File: src/rtl/ftmr_pkg.sv
package ftmr_pkg;
  localparam int unsigned CNT_W     = 12;
  localparam int unsigned RD_W      = 8;
  localparam int unsigned FAST_LOG2 = 7;
  localparam int unsigned SLOW_LOG2 = 10;

  // next value of a free-running count, wrapping at the width
  function automatic logic [CNT_W-1:0] cnt_next(input logic [CNT_W-1:0] c);
    return c + 1'b1;
  endfunction

  // true when the low nbits of c are all ones (next tick wraps them to zero)
  function automatic logic low_all_ones(input logic [CNT_W-1:0] c,
                                        input int unsigned nbits);
    logic [CNT_W-1:0] m;
    m = CNT_W'((64'd1 << nbits) - 64'd1);
    return (c & m) == m;
  endfunction
endpackage

File: src/rtl/ftmr_counter.sv
module ftmr_counter
  import ftmr_pkg::*;
#(
  parameter int unsigned W = CNT_W
) (
  input  logic         clk,
  input  logic         rst_n,
  input  logic         tick_en,
  output logic [W-1:0] count
);
  always_ff @(posedge clk) begin
    if (!rst_n)       count <= '0;
    else if (tick_en) count <= count + 1'b1;
  end
endmodule

File: src/rtl/ftmr_irq_gen.sv
module ftmr_irq_gen
  import ftmr_pkg::*;
#(
  parameter int unsigned LOG2_PERIOD = FAST_LOG2
) (
  input  logic             clk,
  input  logic             rst_n,
  input  logic             tick_en,
  input  logic [CNT_W-1:0] count,
  output logic             irq
);
  logic wrap_now;
  assign wrap_now = tick_en && low_all_ones(count, LOG2_PERIOD);

  always_ff @(posedge clk) begin
    if (!rst_n) irq <= 1'b0;
    else        irq <= wrap_now;
  end
endmodule

File: src/rtl/ftmr_read_port.sv
module ftmr_read_port
  import ftmr_pkg::*;
#(
  parameter int unsigned W  = CNT_W,
  parameter int unsigned DW = RD_W
) (
  input  logic          clk,
  input  logic          rst_n,
  input  logic          rd_lo,
  input  logic          rd_hi,
  input  logic [W-1:0]  count,
  output logic [W-DW-1:0] snap,
  output logic [DW-1:0] rd_data
);
  localparam int unsigned HW = W - DW;

  always_ff @(posedge clk) begin
    if (!rst_n) begin
      snap    <= '0;
      rd_data <= '0;
    end else if (rd_lo) begin
      snap    <= count[W-1:DW];
      rd_data <= count[DW-1:0];
    end else if (rd_hi) begin
      rd_data <= DW'(snap);
    end
  end

  initial begin
    if (HW > DW) $display("ftmr_read_port: high part wider than data path");
  end
endmodule

File: src/rtl/ftmr_top.sv
module ftmr_top
  import ftmr_pkg::*;
(
  input  logic            clk,
  input  logic            rst_n,
  input  logic            tick_en,
  input  logic            rd_lo,
  input  logic            rd_hi,
  output logic [RD_W-1:0] rd_data,
  output logic            irq_fast,
  output logic            irq_slow
);
  localparam int unsigned HW = CNT_W - RD_W;
  localparam int unsigned NIRQ = 2;
  localparam int unsigned LOG2S [NIRQ] = '{FAST_LOG2, SLOW_LOG2};

  logic [CNT_W-1:0] count;
  logic [HW-1:0]    snap;
  logic [NIRQ-1:0]  irq_vec;

  ftmr_counter #(.W(CNT_W)) i_counter (
    .clk(clk), .rst_n(rst_n), .tick_en(tick_en), .count(count)
  );

  for (genvar g = 0; g < NIRQ; g++) begin : g_irq
    ftmr_irq_gen #(.LOG2_PERIOD(LOG2S[g])) i_irq (
      .clk(clk), .rst_n(rst_n), .tick_en(tick_en), .count(count), .irq(irq_vec[g])
    );
  end

  ftmr_read_port #(.W(CNT_W), .DW(RD_W)) i_rd (
    .clk(clk), .rst_n(rst_n), .rd_lo(rd_lo), .rd_hi(rd_hi),
    .count(count), .snap(snap), .rd_data(rd_data)
  );

  assign irq_fast = irq_vec[0];
  assign irq_slow = irq_vec[1];
endmodule

File: config.mk
export PLATFORM = sky130hd
export DESIGN_NAME = ftmr_top
export DESIGN_NICKNAME = d
export VERILOG_FILES = /design/src/rtl/ftmr_pkg.sv /design/src/rtl/ftmr_counter.sv /design/src/rtl/ftmr_irq_gen.sv /design/src/rtl/ftmr_read_port.sv /design/src/rtl/ftmr_top.sv
export SDC_FILE = /design/constraint.sdc
export NUM_CORES = 1
export LEC_CHECK = 0
export BUFFER_PORTS_ARGS = -buffer_cell sky130_fd_sc_hd__buf_2
export CAP_MARGIN = 15
export CORE_MARGIN = 5
export CORE_UTILIZATION = 50
export CTS_CLUSTER_SIZE = 8
export DETAILED_ROUTE_END_ITERATION = 12
export PLACE_DENSITY = 0.74
export SYNTH_ARGS = -nofsm -noshare
export SYNTH_HDL_FRONTEND = slang
export SYNTH_SLANG_ARGS = --single-unit
export TNS_END_PERCENT = 5
File: constraint.sdc
create_clock -name clk -period 3.3 [get_ports clk]
set_clock_uncertainty 0.2 [all_clocks]
set_input_delay 0.165 -clock clk [delete_from_list [all_inputs] [get_ports clk]]
set_output_delay 0.165 -clock clk [all_outputs]
set_load 0.1 [all_outputs]
Yosys cells after proc, flatten, opt, wreduce, memory -nomap -nowiden
Cells that the tools add are included.
{"block": "op_classes", "n_addsub": 1, "multipliers": 0, "div_mod_pow": 0, "order_cmp": 0, "n_eq_ne": 2, "n_shift": 0, "mux": 2, "bitwise": 0, "reduce_logical": 3}
{"operator": "8-bit two-way mux", "n": 2}
{"operator": "12-bit by 1-bit adder with 12-bit output (second input constant)", "n": 1}
{"operator": "10-bit equality test (second input constant)", "n": 1}
{"operator": "7-bit equality test (second input constant)", "n": 1}
{"operator": "1-bit logical AND", "n": 2}
{"operator": "2-bit nonzero test", "n": 1}
{"block": "totals", "register_bits": 26, "latchBits": 0, "ramBits": 0, "mem_bits_ro": 0, "output_inout_bits": 10, "n_memories": 0}

Depth between registers and ports, before layout
Gate-level depths: netlist of the first run.
{"block": "logic_depth", "ltp_word": 2, "depth_mapped": 5, "depth_no_buf": 4}

Hierarchy
From an unflattened synthesis of the first run, not the netlist that was laid out.
{"block": "unflattened", "hier_cells": 116, "hier_area_um2": 1142.3}
{"module": "ftmr_counter", "n_inst": 1, "cells_each": 58, "area_per_inst_um2": 528.0, "seq_area_each_um2": 240.2}
{"module": "ftmr_read_port", "n_inst": 1, "cells_each": 48, "area_per_inst_um2": 520.5, "seq_area_each_um2": 240.2}
{"module": "ftmr_irq_gen at g_irq[1].i_irq", "n_inst": 1, "cells_each": 5, "area_per_inst_um2": 48.8, "seq_area_each_um2": 20.0}
{"module": "ftmr_irq_gen at g_irq[0].i_irq", "n_inst": 1, "cells_each": 5, "area_per_inst_um2": 45.0, "seq_area_each_um2": 20.0}

Least setup slack after synthesis of the first run
Ideal clock, no wire load.
{"block": "synth_path", "path_type": "reg-to-reg", "from": "register i_rd.rd_data[2] (netlist name)", "to": "register i_rd.rd_data[2]", "arrival_time_ns": 1.344, "required_time_ns": 3.035, "slack_ns": 1.691, "path_stages_with_launch": 4, "path_cell_list": "dfxtp_1 -> mux2_2 -> mux2i_1 -> nor2_1"}
{"element": "end signal, assigned", "line": "ftmr_read_port.sv:23", "text": "rd_data <= count[DW-1:0];"}
{"element": "end signal, assigned", "line": "ftmr_read_port.sv:25", "text": "rd_data <= DW'(snap);"}
{"element": "end, declared", "line": "ftmr_read_port.sv:13", "text": "output logic [DW-1:0] rd_data"}

Worst setup path after layout of the first run
{"block": "layout_path", "from": "register i_counter.count[0]", "to": "register i_counter.count[8]"}
{"block": "layout_between", "elab_chain_len": 1}
{"element": "start, declared", "line": "ftmr_counter.sv:9", "text": "output logic [W-1:0] count"}
{"element": "start signal, assigned", "line": "ftmr_counter.sv:13", "text": "else if (tick_en) count <= count + 1'b1;"}
{"element": "12-bit by 1-bit adder with 12-bit output", "line": "ftmr_counter.sv:13"}
No other way between the ends.
A chain may end at the register's enable or synchronous reset.

==> results.md, run 1 <==
* DRC at 0
* Pre-antenna DRT Iters at 6
* Worst EP required at 3.36 ns
* Yosys reg bits at 26
* First-pass GRT wire length at ~3.5 mm
* Crit-path cells: ha_1 > nand3_1 > or4_1 > a21oi_1
* Synth top cells by count: 26 x dfxtp_1, 17 x nor2_1, 10 x a21oi_1, 10 x mux2i_1, 5 x nand2_1
* Via/cell ratio at about 5.3
* Setup Viol. Count Final at 0
* Post-synth EDFFs at 0
* Combinational fraction of design power at 6.3%
* Filler cells at 173
* GRT Overall Usage at 13.84%
* Bufs on Longest Clock Path at 2
* Crit end category: flop
* Clock Power Share at 37.9%
* Dpl cells at 147
* Drt wl/cell at 13.05 um
* Sequential Power Share at 55.8%
* Worst setup path class: flop to flop
* Final HPWL DP at ~1.4 mm
* Num CTS Buffers at 3
* I/O Pins at 15
* Post-synth top area cell: dfxtp_1
* Sw frac at 21.62%
* CP peak stage delay at 0.46 ns
* # resized after CTS at 0
* CTS H-tree lvls at 1
* Post-Synth Simple-Gate Area at a little over a fifth
* Post-CTS Setup Repair Bufs at 0
* Placed inst area at 1146 um2
* Top cells by area, synth: dfxtp_1 48%, mux2i_1 9.3%, nor2_1 5.9%, a21oi_1 4.6%, mux2_2 4.2%
* Worst slew pin tran at 0.4859 ns
* Share of the clock period used by the worst path at 53.79%
* Largest net degree at the start of global routing at 26
* Fin worst setup slack at 1.525 ns
* Congestion Overflow GR at 0
* Mapped cell area at 1079 um2
* Post-route design area at approximately 1200 um2
* Die Span X at 56.45 um
* Slowest CP cell: dfxtp_1
* Worst Path Buf+Inv at 0
* Top cell type's share of synthesized area at 48.26%
* Antenna violations before repair at 0
* RSZ-0062 raised after global routing: no
* Die area at 3186 um2
* Top_reg_cell synth: dfxtp_1
* Leakage at 0.4852 nW
* Pint at 0.4526 mW
* Non-Filler Instances at 153
* Most common cell in the netlist: dfxtp_1
* Num Clock Sinks at 26
* Compound-Gate Fraction of Synth Area at 8.121%
* Largest family of logic cells by synthesized area: simple AND/OR/NAND/NOR gates
* Post-route ant nets at 0
* Ant diodes at 0
* Pwr dens at 473.8 nW/um2
* Syn_nets at roughly 120
* Peak VDD IR at 0.3158 mV
* Nets at 133
* Top delay family on crit path: simple AND/OR/NAND/NOR gates
* Largest fanout on the critical path at 6
* Max Cap Viol at 0
* I/O Buffers at 14
* Cts hold-fix bufs at 2
* Seq/Total Area, Yosys at 48.26%
* Clk_lat worst skew at 0.33 ns
* Hold crit path type: primary input to flop
* Initial core utilization at between 50% and 60%
* Fmax at 0.5633 GHz
* CP Launch Type: flop
* Sw power at 0.1248 mW
* Num rows at 16
* Outcome: finished, final reports clean
* Mapped Cells at 113
* Vias in the first global route at 787
* CP arrival at 1.83 ns
* Routability congestion estimate at around 0.78
* CTS root buf: clkbuf_4
* WHS at ~0.076 ns
* Worst relative slew slack at ~68%
* Synth unique cells at 26
* Yosys warning count at 0
* Final setup TNS at 0 ns
* Adder-cell share of the synthesized area at 1.160%
* Xor-xnor portion of the synthesized cell area at 3.248%
* CTS tree: built
* Clock-pin transition on the worst setup and hold timing paths at 0.15 ns
* Async S/R FF share, synth at 0%
* Final hold violation count at 0
* Syn_area_per_cell at 9.545 um2
* Syn-to-layout area delta at 12.99%
* Pre-CTS WS at roughly 1.6 ns
* Layout cells sized above 1 at 20.63%
* Core area at between 2000 and 2500 um2
* Die H at between 50 and 60 um
* Via count at just over 800
* Slew Limit Fails at 0
* Multiplexer area fraction after synthesis at between 10% and 20%
* Final wirelength at around 2.0 mm
* Final min period at 1.775 ns
* DR iter-0 viols at 9
## flip-flops by register name, indices dropped and copies added (netlist names)
signal,cells
i_rd.snap,4
i_rd.rd_data,8
i_counter.count,12
g_irq.i_irq.irq,2
## cell families (layout without fill, tap and decap cells)
| group | after synthesis | after routing |
|---|---|---|
| AND/OR/NAND/NOR | 42 | 42 |
| flip-flops | 26 | 26 |
| AO/OA/AOI/OAI | 16 | 16 |
| multiplexers | 14 | 14 |
| buffers and inverters | 10 | 23 |
| XOR/XNOR | 4 | 4 |
| adder cells (fa/ha/maj) | 1 | 1 |
## cell type report
| class | instances | area [um2] | share of cell area (%) |
|---|---|---|---|
| Clock inverter | 1 | 30.03 | 2.464 |
| Multi-Input combinational cell | 77 | 510.5 | 41.89 |
| Inverter | 3 | 11.26 | 0.9240 |
| Timing Repair Buffer | 16 | 90.09 | 7.392 |
| Clock buffer | 3 | 22.52 | 1.848 |
| Tap cell | 27 | 33.78 | 2.772 |
| Sequential cell | 26 | 520.5 | 42.71 |
## power groups by stage
stage	clock network (mW)	registers [mW]	logic (mW)
2_1_floorplan	0	0.336	0.0211
3_3_place_gp	0	0.329	0.0345
3_5_place_dp	0	0.329	0.0348
4_1_cts	0.225	0.322	0.0368
5_1_grt	0.239	0.323	0.0395
6_report	0.219	0.322	0.0364
## layer usage
metal | share of wire (%) | up-vias | global-route usage (%)
met2 | 47 | 13 | 23.10
met1 | 48 | 374 | 17.02
met5 | 0 | - | 0
met4 | 0.75 | 0 | 4.068
li1 | - | 421 | -
met3 | 3.9 | 2 | 4.128
## per-stage QoR
stage / utilization [%] / total power [mW]
after floorplan: - / 0.3571
after global placement: 57.25 / 0.3632
after detailed placement: 57.25 / 0.3640
after CTS: 60.88 / 0.5841
after global routing: 60.88 / 0.6013
final: 60.88 / 0.5774
## layout by cell type (no fill, tap or decap)
master	n
dfxtp_1	26
nor2_1	17
buf_2	14
a21oi_1	10
mux2i_1	10
nand2_1	5
nor3b_1	4
mux2_2	4
o31ai_1	3
or4_1	3
nand4_1	3
o21ai_0	3
xor2_1	3
clkbuf_4	3
nand3_1	2
inv_1	2
or3_2	2
nor4_1	2
dlygate4sd3_1	2
inv_2	1
nand4_4	1
or3_1	1
nand2b_1	1
nor3_1	1
xnor2_1	1
ha_1	1
bufinv_16	1
## worst reg2reg max path, delay by kind of cell, from the launching register on
kind / cells / cell delay [ns]
and+or+nand+nor: 2 / 0.64
DFF: 1 / 0.46
AOI/OAI and AO/OA: 1 / 0.16
adders and majority gates: 1 / 0.25
## path summary, 6_finish.rpt
check | endpoint | startpoint | cells past startpoint | slack [ns]
min | i_rd.rd_data[4]$_SDFFE_PN0P_ | rd_hi | 4 | 0.08
min reg2reg | i_counter.count[11]$_SDFFE_PN0P_ | i_counter.count[11]$_SDFFE_PN0P_ | 2 | 0.29
max reg2reg | i_counter.count[8]$_SDFFE_PN0P_ | i_counter.count[0]$_SDFFE_PN0P_ | 4 | 1.52
max | i_counter.count[8]$_SDFFE_PN0P_ | i_counter.count[0]$_SDFFE_PN0P_ | 4 | 1.52
(Power assumes the default switching activity.)
==> run 2: changes to the inputs <==
==> constraint.sdc (replaced) <==
create_clock -name clk -period 1.9 [get_ports clk]
set_clock_uncertainty 0.2 [all_clocks]
set_input_delay 0.095 -clock clk [delete_from_list [all_inputs] [get_ports clk]]
set_output_delay 0.095 -clock clk [all_outputs]
set_load 0.1 [all_outputs]
==> run 2 against run 1 <==
Effect of this change:
- flip-flop and latch count unchanged
- global-route usage did not move
- critical endpoint unchanged
- first-iteration DRC count grew 33%
==> results.md, run 2 (synthesized netlist as in run 1, its figures left out) <==
* Reg2reg setup slack at 0.12 ns (was 1.52 ns)
* Most frequent cells in the layout: 25 x dfxtp_1, 17 x nor2_1, 14 x buf_2, 10 x a21oi_1, 10 x mux2i_1 (was 26 x dfxtp_1, 17 x nor2_1, 14 x buf_2, 10 x a21oi_1, 10 x mux2i_1)
* Worst setup path class: flop to flop (unchanged)
* Final setup TNS at 0 ns (unchanged)
* Layout cells sized above 1 at 21.43% (was 20.63%)
* Final min period at 1.779 ns (was 1.775 ns)
* Final HPWL DP at 1.419 mm (unchanged)
* Drt wl/cell at 13.08 um (was 13.05 um)
* Worst relative slew slack at 67.83% (about the same)
* Outcome: finished, final reports clean (unchanged)
* Pre-antenna DRT Iters at 6 (unchanged)
* Initial core utilization at 53.87% (unchanged)
* Fmax at 0.5621 GHz (was 0.5633 GHz)
* Biggest regs: i_counter.count (12), i_rd.rd_data (8), i_rd.snap (4) (unchanged)
* Share of the clock period used by the worst path at 93.63% (was 53.79%)
* Reg2Reg Depth at 4 (unchanged)
* Commonest non-fill, non-tap cell in the layout: dfxtp_1 (unchanged)
* CTS H-tree lvls at 1 (unchanged)
* CP endpoint: i_counter.count[8]$_SDFFE_PN0P_ (unchanged)
* Bufs on Longest Clock Path at 2 (unchanged)
* Die Span X at 56.45 um (unchanged)
* Worst R2R End: i_counter.count[8]$_SDFFE_PN0P_ (unchanged)
* Leakage at 0.4857 nW (was 0.4852 nW)
* Clock-pin transition on the worst setup and hold timing paths at 0.14 ns (was 0.15 ns)
* Die area at 3186 um2 (unchanged)
* Nets at 133 (unchanged)
* Ant diodes at 0 (unchanged)
* Num Clock Sinks at 26 (unchanged)
* CTS root buf: clkbuf_4 (unchanged)
* Hold crit path type: primary input to flop (unchanged)
* Vias in the first global route at 787 (unchanged)
* Via/cell ratio at 5.314 (was 5.294)
* Crit-path cells: ha_1 > nand3_1 > or4_1 > a21oi_1 (unchanged)
* Syn-to-layout area delta at 13.11% (was 12.99%)
* Worst EP required at 1.96 ns (was 3.36 ns)
* Max reg flops at 12 (unchanged)
* CP arrival at 1.83 ns (about the same)
* Post-route design area at 1220 um2 (was 1219 um2)
* Crit end category: flop (unchanged)
* Die H at 56.45 um (unchanged)
* CTS tree: built (unchanged)
* Slowest CP cell: dfxtp_1 (unchanged)
* Max Cap Viol at 0 (unchanged)
* Hold depth at 4 (unchanged)
* Worst Path Buf+Inv at 0 (unchanged)
* Final wirelength at 2.001 mm (was 1.996 mm)
* Peak VDD IR at 0.5489 mV (was 0.3158 mV)
* Biggest register: i_counter.count (unchanged)
* Num CTS Buffers at 3 (unchanged)
* Worst setup path start: i_counter.count[0]$_SDFFE_PN0P_ (unchanged)
* Reg2reg start: i_counter.count[0]$_SDFFE_PN0P_ (unchanged)
* I/O Pins at 15 (unchanged)
* First-pass GRT wire length at 3.505 mm (unchanged)
* RSZ-0062 raised after global routing: no (unchanged)
* Placed inst area at 1146 um2 (unchanged)
* Routability congestion estimate at 0.7815 (unchanged)
* Slew Limit Fails at 0 (unchanged)
* Congestion Overflow GR at 0 (unchanged)
* CP Launch Type: flop (unchanged)
* Worst slew pin tran at 0.4859 ns (about the same)
* Final hold violation count at 0 (unchanged)
* GRT Overall Usage at 13.84% (unchanged)
* Largest fanout on the critical path at 6 (unchanged)
* Filler cells at 172 (was 173)
* I/O Buffers at 14 (unchanged)
* Pwr dens at 819.7 nW/um2 (was 473.8 nW/um2)
* Post-route ant nets at 0 (unchanged)
* Clk_lat worst skew at 0.32 ns (was 0.33 ns)
* CP peak stage delay at 0.46 ns (about the same)
* Num rows at 16 (unchanged)
* DR iter-0 viols at 12 (was 9)
* Crit. path cell count at 4 (unchanged)
* Largest net degree at the start of global routing at 26 (unchanged)
* Top delay family on crit path: simple AND/OR/NAND/NOR gates (unchanged)
* Via count at 813 (was 810)
* DRC at 0 (unchanged)
* Core area at 2002 um2 (unchanged)
* Antenna violations before repair at 0 (unchanged)
* Setup Viol. Count Final at 0 (unchanged)
[run 2: cell count changes in the layout (fill, tap and decap cells not counted)]
cell	previous run	this run
dfxtp_1	26	25
dfxtp_2	0	1
[run 2: final cells by class]
cell class	instances	area, um2	share of cell area [%]
Tap cell	27	33.78	2.769
Clock inverter	1	30.03	2.462
Clock buffer	3	22.52	1.846
Inverter	3	11.26	0.9231
Sequential cell	26	521.8	42.77
Timing Repair Buffer	16	90.09	7.385
Multi-Input combinational cell	77	510.5	41.85
[run 2: how the worst min path moves through the flow]
stage / slack [ns] / startpoint / endpoint
after floorplan: 0.04 / rst_n / i_counter.count[11]$_SDFFE_PN0P_
after global placement: 0.18 / rst_n / i_counter.count[11]$_SDFFE_PN0P_
after detailed placement: 0.20 / rst_n / i_counter.count[11]$_SDFFE_PN0P_
after CTS: 0.004 / rd_hi / i_rd.rd_data[5]$_SDFFE_PN0P_
after global routing: 0.02 / rd_hi / i_rd.rd_data[4]$_SDFFE_PN0P_
final: 0.02 / rd_hi / i_rd.rd_data[4]$_SDFFE_PN0P_
[run 2: timing repair]
item | in CTS | in global routing
gates resized for setup | 0 | 1
buffers inserted | 0 | 0
hold endpoints to repair | 8 | 0
hold buffers | 2 | 0
setup endpoints to repair | 0 | 1
[run 2: metal layers]
metal | wire, um | vias to the layer above | track usage (%)
met1 | 961 | 376 | 17.02
met3 | 77 | 2 | 4.128
met2 | 947 | 13 | 23.10
met4 | 15 | 0 | 4.068
met5 | 0 | - | 0
li1 | - | 422 | -
[run 2: stage by stage]
step                hold WS, ns  util, %  power [mW]  worst slack (ns)  cells
global route            0.02015    60.94       1.045          0.006763    153
floorplan               0.04069        -      0.6203            0.2913    113
detailed placement       0.2023    57.25      0.6322            0.1705    147
CTS                    0.004482    60.88       1.014            0.1440    153
global placement         0.1793    57.25      0.6307            0.2793    147
finish                  0.01536    60.94      0.9999            0.1210    153
[run 2: power breakdown]
part | internal [mW] | leakage (nW) | switching (mW)
clock | 0.213 | 0.0279 | 0.163
sequential | 0.552 | 0.210 | 0.00805
combinational | 0.0208 | 0.247 | 0.0428
total | 0.786 | 0.486 | 0.213
[run 2: worst min-delay path: cells and delay by family]
| kind | cells | cell delay, ns |
|---|---|---|
| AOI/OAI and AO/OA | 1 | 0.11 |
| buffers and inverters | 1 | 0.20 |
| and+or+nand+nor | 2 | 0.11 |
